===== config.mk =====
export PLATFORM = sky130hd
export DESIGN_NAME = rcv_dly_norm
export DESIGN_NICKNAME = d
export VERILOG_FILES = /design/src/rtl/rcv_dly_pkg.sv /design/src/rtl/rcv_dly_radix.sv /design/src/rtl/rcv_dly_step.sv /design/src/rtl/rcv_dly_pack.sv /design/src/rtl/rcv_dly_norm.sv
export SDC_FILE = /design/constraint.sdc
export NUM_CORES = 1
export LEC_CHECK = 0
export BUFFER_PORTS_ARGS = -buffer_cell sky130_fd_sc_hd__buf_4
export CAP_MARGIN = 20
export CORE_MARGIN = 2
export CORE_UTILIZATION = 54
export CTS_BUF_LIST = sky130_fd_sc_hd__clkbuf_8 sky130_fd_sc_hd__clkbuf_16
export CTS_CLUSTER_SIZE = 28
export DETAILED_ROUTE_END_ITERATION = 8
export PLACE_DENSITY_LB_ADDON = 0.12
export SYNTH_ARGS = -nofsm -noshare
export SYNTH_HDL_FRONTEND = slang
export SYNTH_SLANG_ARGS = --single-unit

===== constraint.sdc =====
create_clock -name clk -period 4.9 [get_ports clk]
set_clock_uncertainty 0.1 [all_clocks]
set_input_delay 1.47 -clock clk [delete_from_list [all_inputs] [get_ports clk]]
set_output_delay 1.47 -clock clk [all_outputs]
set_load 0.1 [all_outputs]

===== src/rtl/rcv_dly_pkg.sv =====
package rcv_dly_pkg;

    localparam int ACC_W = 8;

    typedef enum logic [2:0] {
        CMD_LOAD       = 3'd0,
        CMD_FULL_BACK  = 3'd1,
        CMD_HALF_BACK  = 3'd2,
        CMD_QTR_STEP   = 3'd3,
        CMD_QTR_BACK   = 3'd4,
        CMD_SMALL_STEP = 3'd5,
        CMD_ADD_TAP    = 3'd6,
        CMD_NONE       = 3'd7
    } dly_cmd_e;

    typedef enum logic [1:0] {
        S_IDLE,
        S_PICO,
        S_TAP,
        S_PHASE
    } norm_state_e;

    typedef struct packed {
        logic signed [ACC_W-1:0] cyc;
        logic signed [ACC_W-1:0] ph;
        logic signed [ACC_W-1:0] tap;
        logic signed [ACC_W-1:0] pico;
    } dly_pos_t;

endpackage


===== src/rtl/rcv_dly_radix.sv =====
module rcv_dly_radix
    import rcv_dly_pkg::*;
#(
    parameter int FAST_TAP  = 9,
    parameter int SLOW_TAP  = 12,
    parameter int FAST_PICO = 8,
    parameter int SLOW_PICO = 1
) (
    input  logic                    fast,
    output logic signed [ACC_W-1:0] tap_rad,
    output logic signed [ACC_W-1:0] pico_rad
);
    localparam logic signed [ACC_W-1:0] FT = ACC_W'(FAST_TAP);
    localparam logic signed [ACC_W-1:0] ST = ACC_W'(SLOW_TAP);
    localparam logic signed [ACC_W-1:0] FP = ACC_W'(FAST_PICO);
    localparam logic signed [ACC_W-1:0] SP = ACC_W'(SLOW_PICO);

    always_comb begin
        tap_rad  = fast ? FT : ST;
        pico_rad = fast ? FP : SP;
    end
endmodule


===== src/rtl/rcv_dly_step.sv =====
module rcv_dly_step
    import rcv_dly_pkg::*;
#(
    parameter int CYC_W  = 4,
    parameter int PH_W   = 2,
    parameter int TAP_W  = 4,
    parameter int PICO_W = 3,
    parameter int ADD_W  = 5
) (
    input  dly_cmd_e                cmd,
    input  dly_pos_t                pos_i,
    input  logic signed [ACC_W-1:0] tap_rad,
    input  logic signed [ACC_W-1:0] pico_rad,
    input  logic [CYC_W-1:0]        ld_cyc,
    input  logic [PH_W-1:0]         ld_ph,
    input  logic [TAP_W-1:0]        ld_tap,
    input  logic [PICO_W-1:0]       ld_pico,
    input  logic signed [ADD_W-1:0] tap_add,
    output dly_pos_t                pos_o
);
    localparam logic signed [ACC_W-1:0] ONE  = ACC_W'(1);
    localparam logic signed [ACC_W-1:0] TWO  = ACC_W'(2);
    localparam logic signed [ACC_W-1:0] ZERO = '0;

    logic signed [ACC_W-1:0] q_tap;
    logic signed [ACC_W-1:0] q_pico;

    always_comb begin
        q_tap  = tap_rad >>> 1;
        q_pico = tap_rad[0] ? (pico_rad >>> 1) : ZERO;
        pos_o  = pos_i;
        unique case (cmd)
            CMD_LOAD: begin
                pos_o.cyc  = ACC_W'(ld_cyc);
                pos_o.ph   = ACC_W'(ld_ph);
                pos_o.tap  = ACC_W'(ld_tap);
                pos_o.pico = ACC_W'(ld_pico);
            end
            CMD_FULL_BACK:  pos_o.cyc  = pos_i.cyc - ONE;
            CMD_HALF_BACK:  pos_o.ph   = pos_i.ph - TWO;
            CMD_QTR_STEP: begin
                pos_o.tap  = pos_i.tap + q_tap;
                pos_o.pico = pos_i.pico + q_pico;
            end
            CMD_QTR_BACK: begin
                pos_o.tap  = pos_i.tap - q_tap;
                pos_o.pico = pos_i.pico - q_pico;
            end
            CMD_SMALL_STEP: pos_o.pico = pos_i.pico + ONE;
            CMD_ADD_TAP:    pos_o.tap  = pos_i.tap + ACC_W'(tap_add);
            CMD_NONE:       pos_o      = pos_i;
        endcase
    end
endmodule


===== src/rtl/rcv_dly_pack.sv =====
module rcv_dly_pack #(
    parameter int CYC_W  = 4,
    parameter int PH_W   = 2,
    parameter int TAP_W  = 4,
    parameter int PICO_W = 3,
    parameter int PRE_W  = 2,
    parameter int WORD_W = 32
) (
    input  logic [TAP_W-1:0]  tap,
    input  logic [PICO_W-1:0] pico,
    input  logic [PH_W-1:0]   ph,
    input  logic [PRE_W-1:0]  pre,
    input  logic [CYC_W-1:0]  cyc,
    output logic [WORD_W-1:0] word,
    output logic [CYC_W-1:0]  cyc_o
);
    localparam int TAP_LSB  = 28;
    localparam int PICO_LSB = 24;
    localparam int PH_LSB   = 22;
    localparam int PRE_LSB  = 20;

    always_comb begin
        word = '0;
        word[TAP_LSB  +: TAP_W]  = tap;
        word[PICO_LSB +: PICO_W] = pico;
        word[PH_LSB   +: PH_W]   = ph;
        word[PRE_LSB  +: PRE_W]  = pre;
        cyc_o = cyc;
    end
endmodule


===== src/rtl/rcv_dly_norm.sv =====
module rcv_dly_norm
    import rcv_dly_pkg::*;
#(
    parameter int CYC_W     = 4,
    parameter int PH_W      = 2,
    parameter int TAP_W     = 4,
    parameter int PICO_W    = 3,
    parameter int PRE_W     = 2,
    parameter int ADD_W     = 5,
    parameter int WORD_W    = 32,
    parameter int FAST_TAP  = 9,
    parameter int SLOW_TAP  = 12,
    parameter int FAST_PICO = 8,
    parameter int SLOW_PICO = 1
) (
    input  logic                    clk,
    input  logic                    rst_n,
    input  logic                    speed_fast,
    input  logic                    cmd_valid,
    input  logic [2:0]              cmd,
    input  logic [CYC_W-1:0]        ld_cyc,
    input  logic [PH_W-1:0]         ld_ph,
    input  logic [TAP_W-1:0]        ld_tap,
    input  logic [PICO_W-1:0]       ld_pico,
    input  logic [PRE_W-1:0]        ld_pre,
    input  logic signed [ADD_W-1:0] tap_add,
    output logic                    done,
    output logic                    err,
    output logic [WORD_W-1:0]       grp_word,
    output logic [CYC_W-1:0]        cyc_val
);
    localparam logic signed [ACC_W-1:0] ZERO   = '0;
    localparam logic signed [ACC_W-1:0] ONE    = ACC_W'(1);
    localparam logic signed [ACC_W-1:0] TWO    = ACC_W'(2);
    localparam logic signed [ACC_W-1:0] PH_RAD = ACC_W'(2 ** PH_W);
    localparam logic signed [ACC_W-1:0] CYC_HI = ACC_W'(2 ** CYC_W - 1);
    localparam logic signed [ACC_W-1:0] FP_S   = ACC_W'(FAST_PICO);
    localparam logic signed [ACC_W-1:0] SP_S   = ACC_W'(SLOW_PICO);
    localparam logic signed [ACC_W-1:0] FT_S   = ACC_W'(FAST_TAP);
    localparam logic signed [ACC_W-1:0] ST_S   = ACC_W'(SLOW_TAP);

    norm_state_e state_q, state_d;
    dly_pos_t    pos_q, pos_d, step_pos;
    logic [PRE_W-1:0] pre_q, pre_d;
    logic        mode_q, mode_d, mode_sel;
    logic        err_q, err_d;
    logic signed [ACC_W-1:0] tap_rad, pico_rad;
    dly_cmd_e    cmd_e;

    assign cmd_e    = dly_cmd_e'(cmd);
    assign mode_sel = (state_q == S_IDLE) ? speed_fast : mode_q;

    rcv_dly_radix #(
        .FAST_TAP (FAST_TAP),
        .SLOW_TAP (SLOW_TAP),
        .FAST_PICO(FAST_PICO),
        .SLOW_PICO(SLOW_PICO)
    ) radix_i (
        .fast    (mode_sel),
        .tap_rad (tap_rad),
        .pico_rad(pico_rad)
    );

    rcv_dly_step #(
        .CYC_W (CYC_W),
        .PH_W  (PH_W),
        .TAP_W (TAP_W),
        .PICO_W(PICO_W),
        .ADD_W (ADD_W)
    ) step_i (
        .cmd     (cmd_e),
        .pos_i   (pos_q),
        .tap_rad (tap_rad),
        .pico_rad(pico_rad),
        .ld_cyc  (ld_cyc),
        .ld_ph   (ld_ph),
        .ld_tap  (ld_tap),
        .ld_pico (ld_pico),
        .tap_add (tap_add),
        .pos_o   (step_pos)
    );

    rcv_dly_pack #(
        .CYC_W (CYC_W),
        .PH_W  (PH_W),
        .TAP_W (TAP_W),
        .PICO_W(PICO_W),
        .PRE_W (PRE_W),
        .WORD_W(WORD_W)
    ) pack_i (
        .tap  (pos_q.tap[TAP_W-1:0]),
        .pico (pos_q.pico[PICO_W-1:0]),
        .ph   (pos_q.ph[PH_W-1:0]),
        .pre  (pre_q),
        .cyc  (pos_q.cyc[CYC_W-1:0]),
        .word (grp_word),
        .cyc_o(cyc_val)
    );

    // State register
    always_ff @(posedge clk or negedge rst_n) begin
        if (!rst_n) state_q <= S_IDLE;
        else        state_q <= state_d;
    end

    // Datapath registers
    always_ff @(posedge clk or negedge rst_n) begin
        if (!rst_n) begin
            pos_q  <= '0;
            pre_q  <= '0;
            mode_q <= 1'b0;
            err_q  <= 1'b0;
        end else begin
            pos_q  <= pos_d;
            pre_q  <= pre_d;
            mode_q <= mode_d;
            err_q  <= err_d;
        end
    end

    // Next state and datapath
    always_comb begin
        state_d = state_q;
        pos_d   = pos_q;
        pre_d   = pre_q;
        mode_d  = mode_q;
        err_d   = err_q;
        unique case (state_q)
            S_IDLE: begin
                if (cmd_valid) begin
                    pos_d   = step_pos;
                    mode_d  = speed_fast;
                    if (cmd_e == CMD_LOAD) pre_d = ld_pre;
                    state_d = S_PICO;
                end
            end
            S_PICO: begin
                if (pos_q.pico >= pico_rad) begin
                    pos_d.pico = pos_q.pico - pico_rad;
                    pos_d.tap  = pos_q.tap + ONE;
                end else if (pos_q.pico < ZERO) begin
                    pos_d.pico = pos_q.pico + pico_rad;
                    pos_d.tap  = pos_q.tap - ONE;
                end else begin
                    state_d = S_TAP;
                end
            end
            S_TAP: begin
                if (pos_q.tap >= tap_rad) begin
                    pos_d.tap = pos_q.tap - tap_rad;
                    pos_d.ph  = pos_q.ph + TWO;
                end else if (pos_q.tap < ZERO) begin
                    pos_d.tap = pos_q.tap + tap_rad;
                    pos_d.ph  = pos_q.ph - TWO;
                end else begin
                    state_d = S_PHASE;
                end
            end
            S_PHASE: begin
                if (pos_q.ph >= PH_RAD) begin
                    pos_d.ph  = pos_q.ph - PH_RAD;
                    pos_d.cyc = pos_q.cyc + ONE;
                end else if (pos_q.ph < ZERO) begin
                    pos_d.ph  = pos_q.ph + PH_RAD;
                    pos_d.cyc = pos_q.cyc - ONE;
                end else begin
                    if (pos_q.cyc < ZERO || pos_q.cyc > CYC_HI) err_d = 1'b1;
                    state_d = S_IDLE;
                end
            end
        endcase
    end

    // Outputs
    always_comb begin
        done = (state_q == S_IDLE);
        err  = err_q;
    end

    p_busy_after_accept_r11: assert property (@(posedge clk) disable iff (!rst_n)
        (done && cmd_valid) |=> !done);

    p_idle_hold_r11: assert property (@(posedge clk) disable iff (!rst_n)
        (done && !cmd_valid) |=> ($stable(grp_word) && $stable(cyc_val)));

    p_err_sticky_r10: assert property (@(posedge clk) disable iff (!rst_n)
        err |=> err);

    p_err_at_finish_r10: assert property (@(posedge clk) disable iff (!rst_n)
        $rose(err) |-> done);

    p_cyc_range_r10: assert property (@(posedge clk) disable iff (!rst_n)
        (done && !err) |-> (pos_q.cyc >= ZERO && pos_q.cyc <= CYC_HI));

    p_norm_range_r5: assert property (@(posedge clk) disable iff (!rst_n)
        done |-> (pos_q.pico >= ZERO && pos_q.pico < (mode_q ? FP_S : SP_S) &&
                  pos_q.tap >= ZERO && pos_q.tap < (mode_q ? FT_S : ST_S) &&
                  pos_q.ph >= ZERO && pos_q.ph < PH_RAD));

endmodule


==> results of run 1 <==
worst max-delay path, stage by stage:
cell	delay (ns)
buf_4	0.12
mux2i_4	0.18
inv_4	0.06
ha_4	0.26
nor3b_1	0.18
mux2i_1	0.14
a31oi_2	0.24
inv_2	0.13
ha_1	0.32
a211oi_1	0.32
nor2_1	0.12
o41ai_2	0.26
xnor2_1	0.17
mux2_2	0.35
o32a_1	0.32
per-stage QoR:
step                setup WS [ns]  util [%]  hold WS [ns]  cells
finish                      0.345      59.6         0.394    729
global route                0.196      59.6         0.427    729
CTS                         0.325      59.6         0.401    729
detailed placement        0.00860      58.3         0.376    721
global placement            0.165      58.3         0.376    721
floorplan                 0.00876         -         0.358    626
layout make-up:
type / instances / area, um^2 / share of cell area (%)
clock inverters: 3 / 45.0 / 0.867
repair buffers: 54 / 405 / 7.80
clock buffers: 5 / 68.8 / 1.32
flip-flops and latches: 38 / 951 / 18.3
inverters: 33 / 126 / 2.43
multi-input cells: 488 / 3460 / 66.7
well taps: 108 / 135 / 2.60
state kept, by name, indices dropped and copies added (netlist names):
| name | cells |
|---|---|
| state_q | 2 |
| mode_q | 1 |
| err | 1 |
| pre_q | 2 |
| pos_q | 32 |
how the worst max path moves through the flow:
stage                           end  cells past startpoint       start
after detailed placement  pos_q[15]                     15  speed_fast
after global placement    pos_q[15]                     15  speed_fast
after global routing      pos_q[15]                     15  speed_fast
final                     pos_q[15]                     15  speed_fast
after floorplan           pos_q[15]                     14  speed_fast
after CTS                 pos_q[15]                     15  speed_fast
per-layer routing:
layer	track usage, %	up-vias
li1	-	2215
met1	36.0	2228
met2	43.0	152
met3	2.84	15
met4	4.85	0
met5	0	-
cell usage after synthesis, drive strengths merged (6+ instances only):
library cell / n
inv: 32
nand3: 12
xnor2: 14
nand2: 57
dfrtp: 38
nor2: 38
ha: 42
a211oi: 16
o21ai: 37
nand2b: 6
and3: 9
mux2i: 18
a21o: 9
nor3: 18
a21oi: 29
nand4: 7
o22ai: 10
a31oi: 7
mux2: 13
o211ai: 6
buf: 41
and2: 6
o31ai: 6
or2: 6
clkbuf: 26
xor2: 8
logic make-up after synthesis:
kind of cell / after synthesis / synth area share (%)
AO/OA/AOI/OAI: 179 / 26.7
XOR/XNOR: 22 / 3.98
adder cells (fa/ha/maj): 44 / 11.7
buffers and inverters: 100 / 10.8
flip-flops: 38 / 19.7
multiplexers: 31 / 7.01
other: 1 / 0.0775
AND/OR/NAND/NOR: 191 / 20.1
==> results.md, run 1 <==
- Status: completed
- Area of the die: 9730 um^2
- Reg2Reg Setup Slack: 0.60 ns
- Critical-path maximum fanout: 8
- Die W: 98.6 um
- # setup viols final: 0
- Worst-path clk slew: 0.09 ns
- Synth Instances: 606
- CTS Buffer Depth: 2
- WP data required: 4.98 ns
- Met1 wire length: 5.66 mm
- Fillers: 801
- Vias post-DR: 4610
- Period minus WS final: 4.56 ns
- IO Count: 65
- Worst hold path type: register to register
- IO buf count: 43
- CTS tree: built
- Antenna viol nets, final: 0
- Largest area contributor in the netlist: dfrtp_1
- Met3 wire length: 633 um
- WL met2: 5.93 mm
- Average size of a mapped cell: 7.98 um^2
- Top sig layer: met4
- Reg2Reg Capture Point: pos_q[15]
- Worst reg2reg path depth: 16
- EDFF count, synth: 0
- Tcrit/Tclk final: 93.0%
- Yosys warns: 0
- Cell Area, Placed: 5080 um^2
- Worst-skew pair later-pin latency: 0.30 ns
- CTS sink cnt: 38
- Final instance area: 5190 um^2
- Post-synth top area share: 19.7%
- Global-route wire length before repair: 20.9 mm
- Sequential share of the synthesized area: 19.7%
- Hold Violations, Final: 0
- Max cap viols: 0
- Drt total wl: 12.4 mm
- Hold_buf cts: 0
- Ys flop type: dfrtp_1
- Post-Route Setup TNS: 0 ns
- Setup bufs post-CTS: 0
- Largest cells by area after synthesis: dfrtp_1 20%, ha_1 11%, buf_4 5.4%, nand2_1 4.4%, mux2i_1 3.5%
- RSZ-0062 raised after global routing: false
- Row count: 34
- WHS Endpoint: err
- Gates resized, CTS repair: 0
- N_diodes: 0
- Slew Limit Fails: 0
- TritonRoute pass-1 iters: 6
- Antenna violations before repair: 0
- R2R Path Start: state_q[0]
- 1st-iter DRT viols: 281
- Final HPWL DP: 9.30 mm
- Initial core utilization: 55.5%
- Root buffer selected by CTS: clkbuf_8
- H-tree lvl count: 2
- Crit path DAT: 4.64 ns
- Core ar.: 8720 um^2
- Cell Area, Synth: 4840 um^2
- Startpoint Class: input pin
- Class of the most critical setup path: input pin to register
- FMAX: 220 MHz
- GRT Residual Overflow: 0
- Vias in the first global route: 4319
- Fin nets: 691
- DR DRC count: 0
- Final GP Congestion: 0.937
- Cts bufs inserted: 5
- Max-slew headroom: 51.0%
- Most frequent cells in the layout: 57 x nand2_1, 54 x buf_4, 40 x ha_1
- Wire length per cell: 16.9 um
- Fraction of registers with async set or reset after synthesis: 100%
- Syn-to-layout area delta: 7.40%
- Die height: 98.6 um
- Pin count of the biggest net entering global routing: 39
- Hold_sp: err
- WHS Path Cells: 1
- Register bit total from synthesis: 38
- Commonest non-fill, non-tap cell in the layout: nand2_1
- Distinct cell type count after synthesis: 81
- GR Util All Layers: 25.6%
- Critical path capture point type: register
- Vias/cell: 6.32
- Worst-margin pin slew: 0.736 ns
- Layout cells sized above 1: 16.1%
Power of run 1 is not shown: default switching activity piles up to over one toggle a cycle in this logic, so the estimate is an artifact.
==> inputs of run 2 (changes only) <==
CORE_MARGIN = not set   (was 2)
==> results.md, run 2 (synthesis gave the netlist of run 1 again) <==
- Status: completed
- Core ar.: 8680 um^2 (-0.49%)
- Startpoint Class: input pin
- N_diodes: 0 (unchanged)
- CTS Buffer Depth: 2 (unchanged)
- Commonest non-fill, non-tap cell in the layout: nand2_1
- Worst-path clk slew: 0.09 ns (about the same)
- Hold_ws: 0.395 ns (+0.000274 ns)
- Gates resized, CTS repair: 0 (unchanged)
- Max cap viols: 0 (unchanged)
- Largest registers: pos_q (32), pre_q (2), state_q (2)
- Crit path DAT: 4.72 ns (+0.08 ns)
- Slowest library cell on the worst path: mux2_2
- DR DRC count: 0 (unchanged)
- Die W: 96.6 um (-2.0%)
- Critical path's largest stage delay: 0.35 ns (about the same)
- Tcrit/Tclk final: 94.4% (+1.4 points)
- Worst path bufs/invs: 3 (unchanged)
- Max-slew headroom: 50.8% (-0.14 points)
- H-tree lvl count: 2 (unchanged)
- CTS tree: built
- WP data required: 5.00 ns (+0.02 ns)
- Drt total wl: 12.2 mm (-1.2%)
- GR Util All Layers: 26.4% (+0.80 points)
- Vias in the first global route: 4280 (-0.90%)
- Area of the die: 9340 um^2 (-4.0%)
- Critical-path cell list: buf_4 > mux2i_4 > inv_4 > ha_4 > nor3b_1 > mux2i_1 > a31oi_2 > inv_2 > ha_1 > a211oi_1 > nor2_1 > o41ai_2 > xnor2_1 > mux2_2 > o32a_1
- Class of the most critical setup path: input pin to register
- FMAX: 216 MHz (-1.5%)
- Antenna violations before repair: 0 (unchanged)
- Slew Limit Fails: 0 (unchanged)
- Post-Route Setup TNS: 0 ns (unchanged)
- RSZ-0062 raised after global routing: false
- Hold Violations, Final: 0 (unchanged)
- Initial core utilization: 55.7% (+0.27 points)
- Global-route wire length before repair: 20.8 mm (-0.33%)
- Die height: 96.6 um (-2.0%)
- # setup viols final: 0 (unchanged)
- Max reg flops: 32 (unchanged)
- Reg with most FFs: pos_q
- Syn-to-layout area delta: 7.89%
- Critical path capture point type: register
- CTS sink cnt: 38 (unchanged)
- Worst hold path type: register to register
- Root buffer selected by CTS: clkbuf_8
- Row count: 34 (unchanged)
- Period minus WS final: 4.62 ns (+0.0687 ns)
- Final HPWL DP: 9.09 mm (-2.3%)
- Worst-margin pin slew: 0.738 ns (+0.00211 ns)
- Setup bufs post-CTS: 0 (unchanged)
- 1st-iter DRT viols: 216 (-23%)
- Worst-skew pair later-pin latency: 0.31 ns (about the same)
- Critical-path maximum fanout: 8 (unchanged)
- IO buf count: 43 (unchanged)
- Pin count of the biggest net entering global routing: 39 (unchanged)
- TritonRoute pass-1 iters: 5 (-1)
- Fin nets: 691 (unchanged)
- Cts bufs inserted: 5 (unchanged)
- Final GP Congestion: 0.952 (+1.5%)
- CP delay by family, top: compound AO/OA/AOI/OAI gates
- Vias post-DR: 4581 (-0.63%)
- Layout cells sized above 1: 16.1% (unchanged)
- Wire length per cell: 16.7 um (-1.2%)
- Antenna viol nets, final: 0 (unchanged)
- IO Count: 65 (unchanged)
- Most frequent cells in the layout: 57 x nand2_1, 54 x buf_4, 40 x ha_1
- GRT Residual Overflow: 0 (unchanged)
- Vias/cell: 6.28 (-0.63%)
- Hold_buf cts: 0 (unchanged)
==> run 2: cell count changes in the layout (fill, tap and decap cells not counted) <==
cell	change
clkinvlp_4	-2
bufinv_16	+1
clkinv_4	+1
==> run 2: per-layer routing <==
layer	track usage (%)	share of wire, %
met1	36.3	47
met2	43.8	47
met3	2.89	4.4
met4	7.35	1.5
met5	0	0
==> run 2: final timing paths <==
kind / start / to / slack, ns / depth (start not counted)
worst min-delay path: err / err / 0.39 / 1
worst max-delay path: speed_fast / pos_q[15] / 0.28 / 15
worst max register to register: state_q[0] / pos_q[15] / 0.52 / 16
min in group asynchronous: rst_n / pos_q[12] / 1.03 / 1
max in group asynchronous: rst_n / pre_q[0] / 3.28 / 1
worst min register to register: err / err / 0.39 / 1
==> run 2: worst reg2reg max path, delay by kind of cell (launching register included) <==
family | cells | cell delay (ns)
AOI/OAI and AO/OA | 4 | 1.18
and+or+nand+nor | 2 | 0.34
DFF | 1 | 0.43
muxes | 3 | 0.85
xor gates and xnor gates | 1 | 0.17
buffers and inverters | 3 | 0.29
adders and majority gates | 3 | 0.94
==> run 2: through the flow <==
step                      worst slack [ns]  area [um^2]  std cells  util [%]
final                                0.276         5220        729      60.1
after global routing                0.0828         5220        729      60.1
after CTS                            0.322         5220        729      60.1
after detailed placement            0.0142         5080        721      58.5
after global placement               0.168         5080        721      58.5
after floorplan                    0.00876         4940        626         -
==> run 2: area by class of cell <==
class | instances | area (um^2)
flip-flops and latches | 38 | 951
fillers | 801 | 3460
clock inverters | 3 | 68.8
repair buffers | 54 | 405
multi-input cells | 488 | 3460
clock buffers | 5 | 68.8
inverters | 33 | 126
well taps | 108 | 135
Power of run 2 is left out for the same reason.
==> inputs of run 3 (changes only) <==
BUFFER_PORTS_ARGS = not set   (was -buffer_cell sky130_fd_sc_hd__buf_4)
CORE_UTILIZATION = 60   (was 54)
DONT_BUFFER_PORTS = 1   (was not set)
clock period = 4 ns   (was 4.9 ns; I/O delays follow)
==> results.md, run 3 (synthesis gave the netlist of run 1 again) <==
- Status: completed
- Crit path DAT: 4.02 ns (-0.70 ns)
- Final GP Congestion: 0.893 (-6.2%)
- Reg with most FFs: pos_q
- Vias in the first global route: 4443 (+3.8%)
- Wire length per cell: 18.2 um (+9.0%)
- TritonRoute pass-1 iters: 5 (unchanged)
- Drt total wl: 13.0 mm (+6.2%)
- Tcrit/Tclk final: 97.9%
- FMAX: 255 MHz
- Reg2Reg Setup Slack: 0.14 ns (-0.38 ns)
- CTS sink cnt: 38 (unchanged)
- Worst-path clk slew: 0.09 ns (about the same)
- Core ar.: 7770 um^2 (-10%)
- Worst reg2reg path depth: 17 (+1)
- Max cap viols: 0 (unchanged)
- Final HPWL DP: 9.63 mm (+5.9%)
- Period minus WS final: 3.92 ns
- Vias post-DR: 4599 (+0.39%)
- N_diodes: 0 (unchanged)
- Worst hold path type: register to register
- Final worst setup slack: 0.0833 ns (-0.193 ns)
- Row count: 32 (-5.9%)
- Slew Limit Fails: 0 (unchanged)
- IO buf count: 0 (-100%)
- Placed Cells: 702 (-2.6%)
- GRT Residual Overflow: 0 (unchanged)
- Max reg flops: 32 (unchanged)
- Multi-input gate area: 3580 um^2 (+3.5%)
- Post-route insts no fill: 710 (-2.6%)
- Initial core utilization: 62.3% (+6.5 points)
- Class of the most critical setup path: input pin to register
- Max-slew headroom: 31.5% (-19 points)
- Syn-to-layout area delta: 8.51%
- Critical-path maximum fanout: 5 (-3)
- Register area: 951 um^2 (unchanged)
- Root buffer selected by CTS: clkbuf_8
- Vias/cell: 6.48 (+3.1%)
- Antenna violations before repair: 0 (unchanged)
- Cts bufs inserted: 5 (unchanged)
- H-tree lvl count: 2 (unchanged)
- CTS Buffer Depth: 2 (unchanged)
- Reg2Reg Capture Point: pos_q[15]
- Pin count of the biggest net entering global routing: 39 (unchanged)
- Fin nets: 678 (-1.9%)
- Hold_buf cts: 0 (unchanged)
- Die W: 91.8 um (-5.0%)
- CTS tree: built
- Layout cells sized above 1: 15.8% (-0.31 points)
- Hold_ws: 0.404 ns (+0.00938 ns)
- Worst-margin pin slew: 1.03 ns (+0.290 ns)
- Most frequent cells in the layout: 57 x nand2_1, 40 x buf_4, 38 x nor2_1, 38 x dfrtp_1, 35 x ha_1
- WHS Endpoint: pos_q[31]
- Gates resized, CTS repair: 0 (unchanged)
- Post-Place Setup Slack: -0.253 ns (-0.267 ns)
- GR Util All Layers: 31.7% (+5.3 points)
- WP data required: 4.10 ns (-0.90 ns)
- DR DRC count: 0 (unchanged)
- 1st-iter DRT viols: 251 (+16%)
- R2R Path Start: state_q[0]
- Die height: 91.8 um (-5.0%)
- Commonest non-fill, non-tap cell in the layout: nand2_1
- Area of the die: 8430 um^2 (-9.8%)
- WHS Path Cells: 1 (unchanged)
- Startpoint Class: input pin
- Hold Violations, Final: 0 (unchanged)
- IO Count: 65 (unchanged)
- Setup bufs post-CTS: 0 (unchanged)
- Critical path capture point type: register
- Fillers: 684 (-15%)
- Antenna viol nets, final: 0 (unchanged)
- Largest registers: pos_q (32), pre_q (2), state_q (2)
- # setup viols final: 0 (unchanged)
- Hold_sp: pos_q[31]
- Worst-skew pair later-pin latency: 0.31 ns (about the same)
- Global-route wire length before repair: 21.6 mm (+3.7%)
[run 3: cell count changes in the layout (fill, tap and decap cells not counted), sizes merged]
cell	change
buf	-13
[run 3: area by class of cell]
cell class	count	share of cell area, %
inverters	33	2.46
multi-input cells	488	68.3
clock buffers	5	1.31
flip-flops and latches	38	18.1
repair buffers	41	6.10
clock inverters	3	1.31
well taps	102	2.43
[run 3: worst max-delay path: stages]
cell and delay [ns]:
mux2i_4 0.17, inv_4 0.05, ha_4 0.24, nor3b_4 0.18, mux2i_2 0.12, a31oi_4 0.21
inv_4 0.09, buf_12 0.14, ha_1 0.29, o21ai_0 0.08, o21bai_1 0.26, o41ai_4 0.14
xnor2_1 0.18, mux2_2 0.35, o32a_1 0.32
[run 3: how the worst max path moves through the flow]
| stage | from | depth (start not counted) | slack (ns) | to |
|---|---|---|---|---|
| after floorplan | speed_fast | 14 | -0.39 | pos_q[15] |
| after global placement | speed_fast | 15 | -0.13 | pos_q[15] |
| after detailed placement | speed_fast | 15 | -0.25 | pos_q[15] |
| after CTS | speed_fast | 15 | 0.02 | pos_q[15] |
| after global routing | speed_fast | 15 | -0.0002 | pos_q[15] |
| final | speed_fast | 15 | 0.08 | pos_q[15] |
[run 3: per-layer routing]
layer | share of wire [%] | wire length, um | global-route usage (%)
met1 | 43 | 5540 | 40.5
met2 | 49 | 6400 | 54.7
met3 | 6.2 | 799 | 5.31
met4 | 1.7 | 218 | 9.77
met5 | 0 | 0 | 0
[run 3: per-stage QoR]
stage | area [um^2] | util [%] | TNS (ns)
after floorplan | 5030 | - | -0.446
after global placement | 5080 | 65.4 | -0.132
after detailed placement | 5080 | 65.4 | -0.301
after CTS | 5220 | 67.2 | 0
after global routing | 5250 | 67.6 | -0.000182
final | 5250 | 67.6 | 0
Power of run 3 is left out for the same reason.
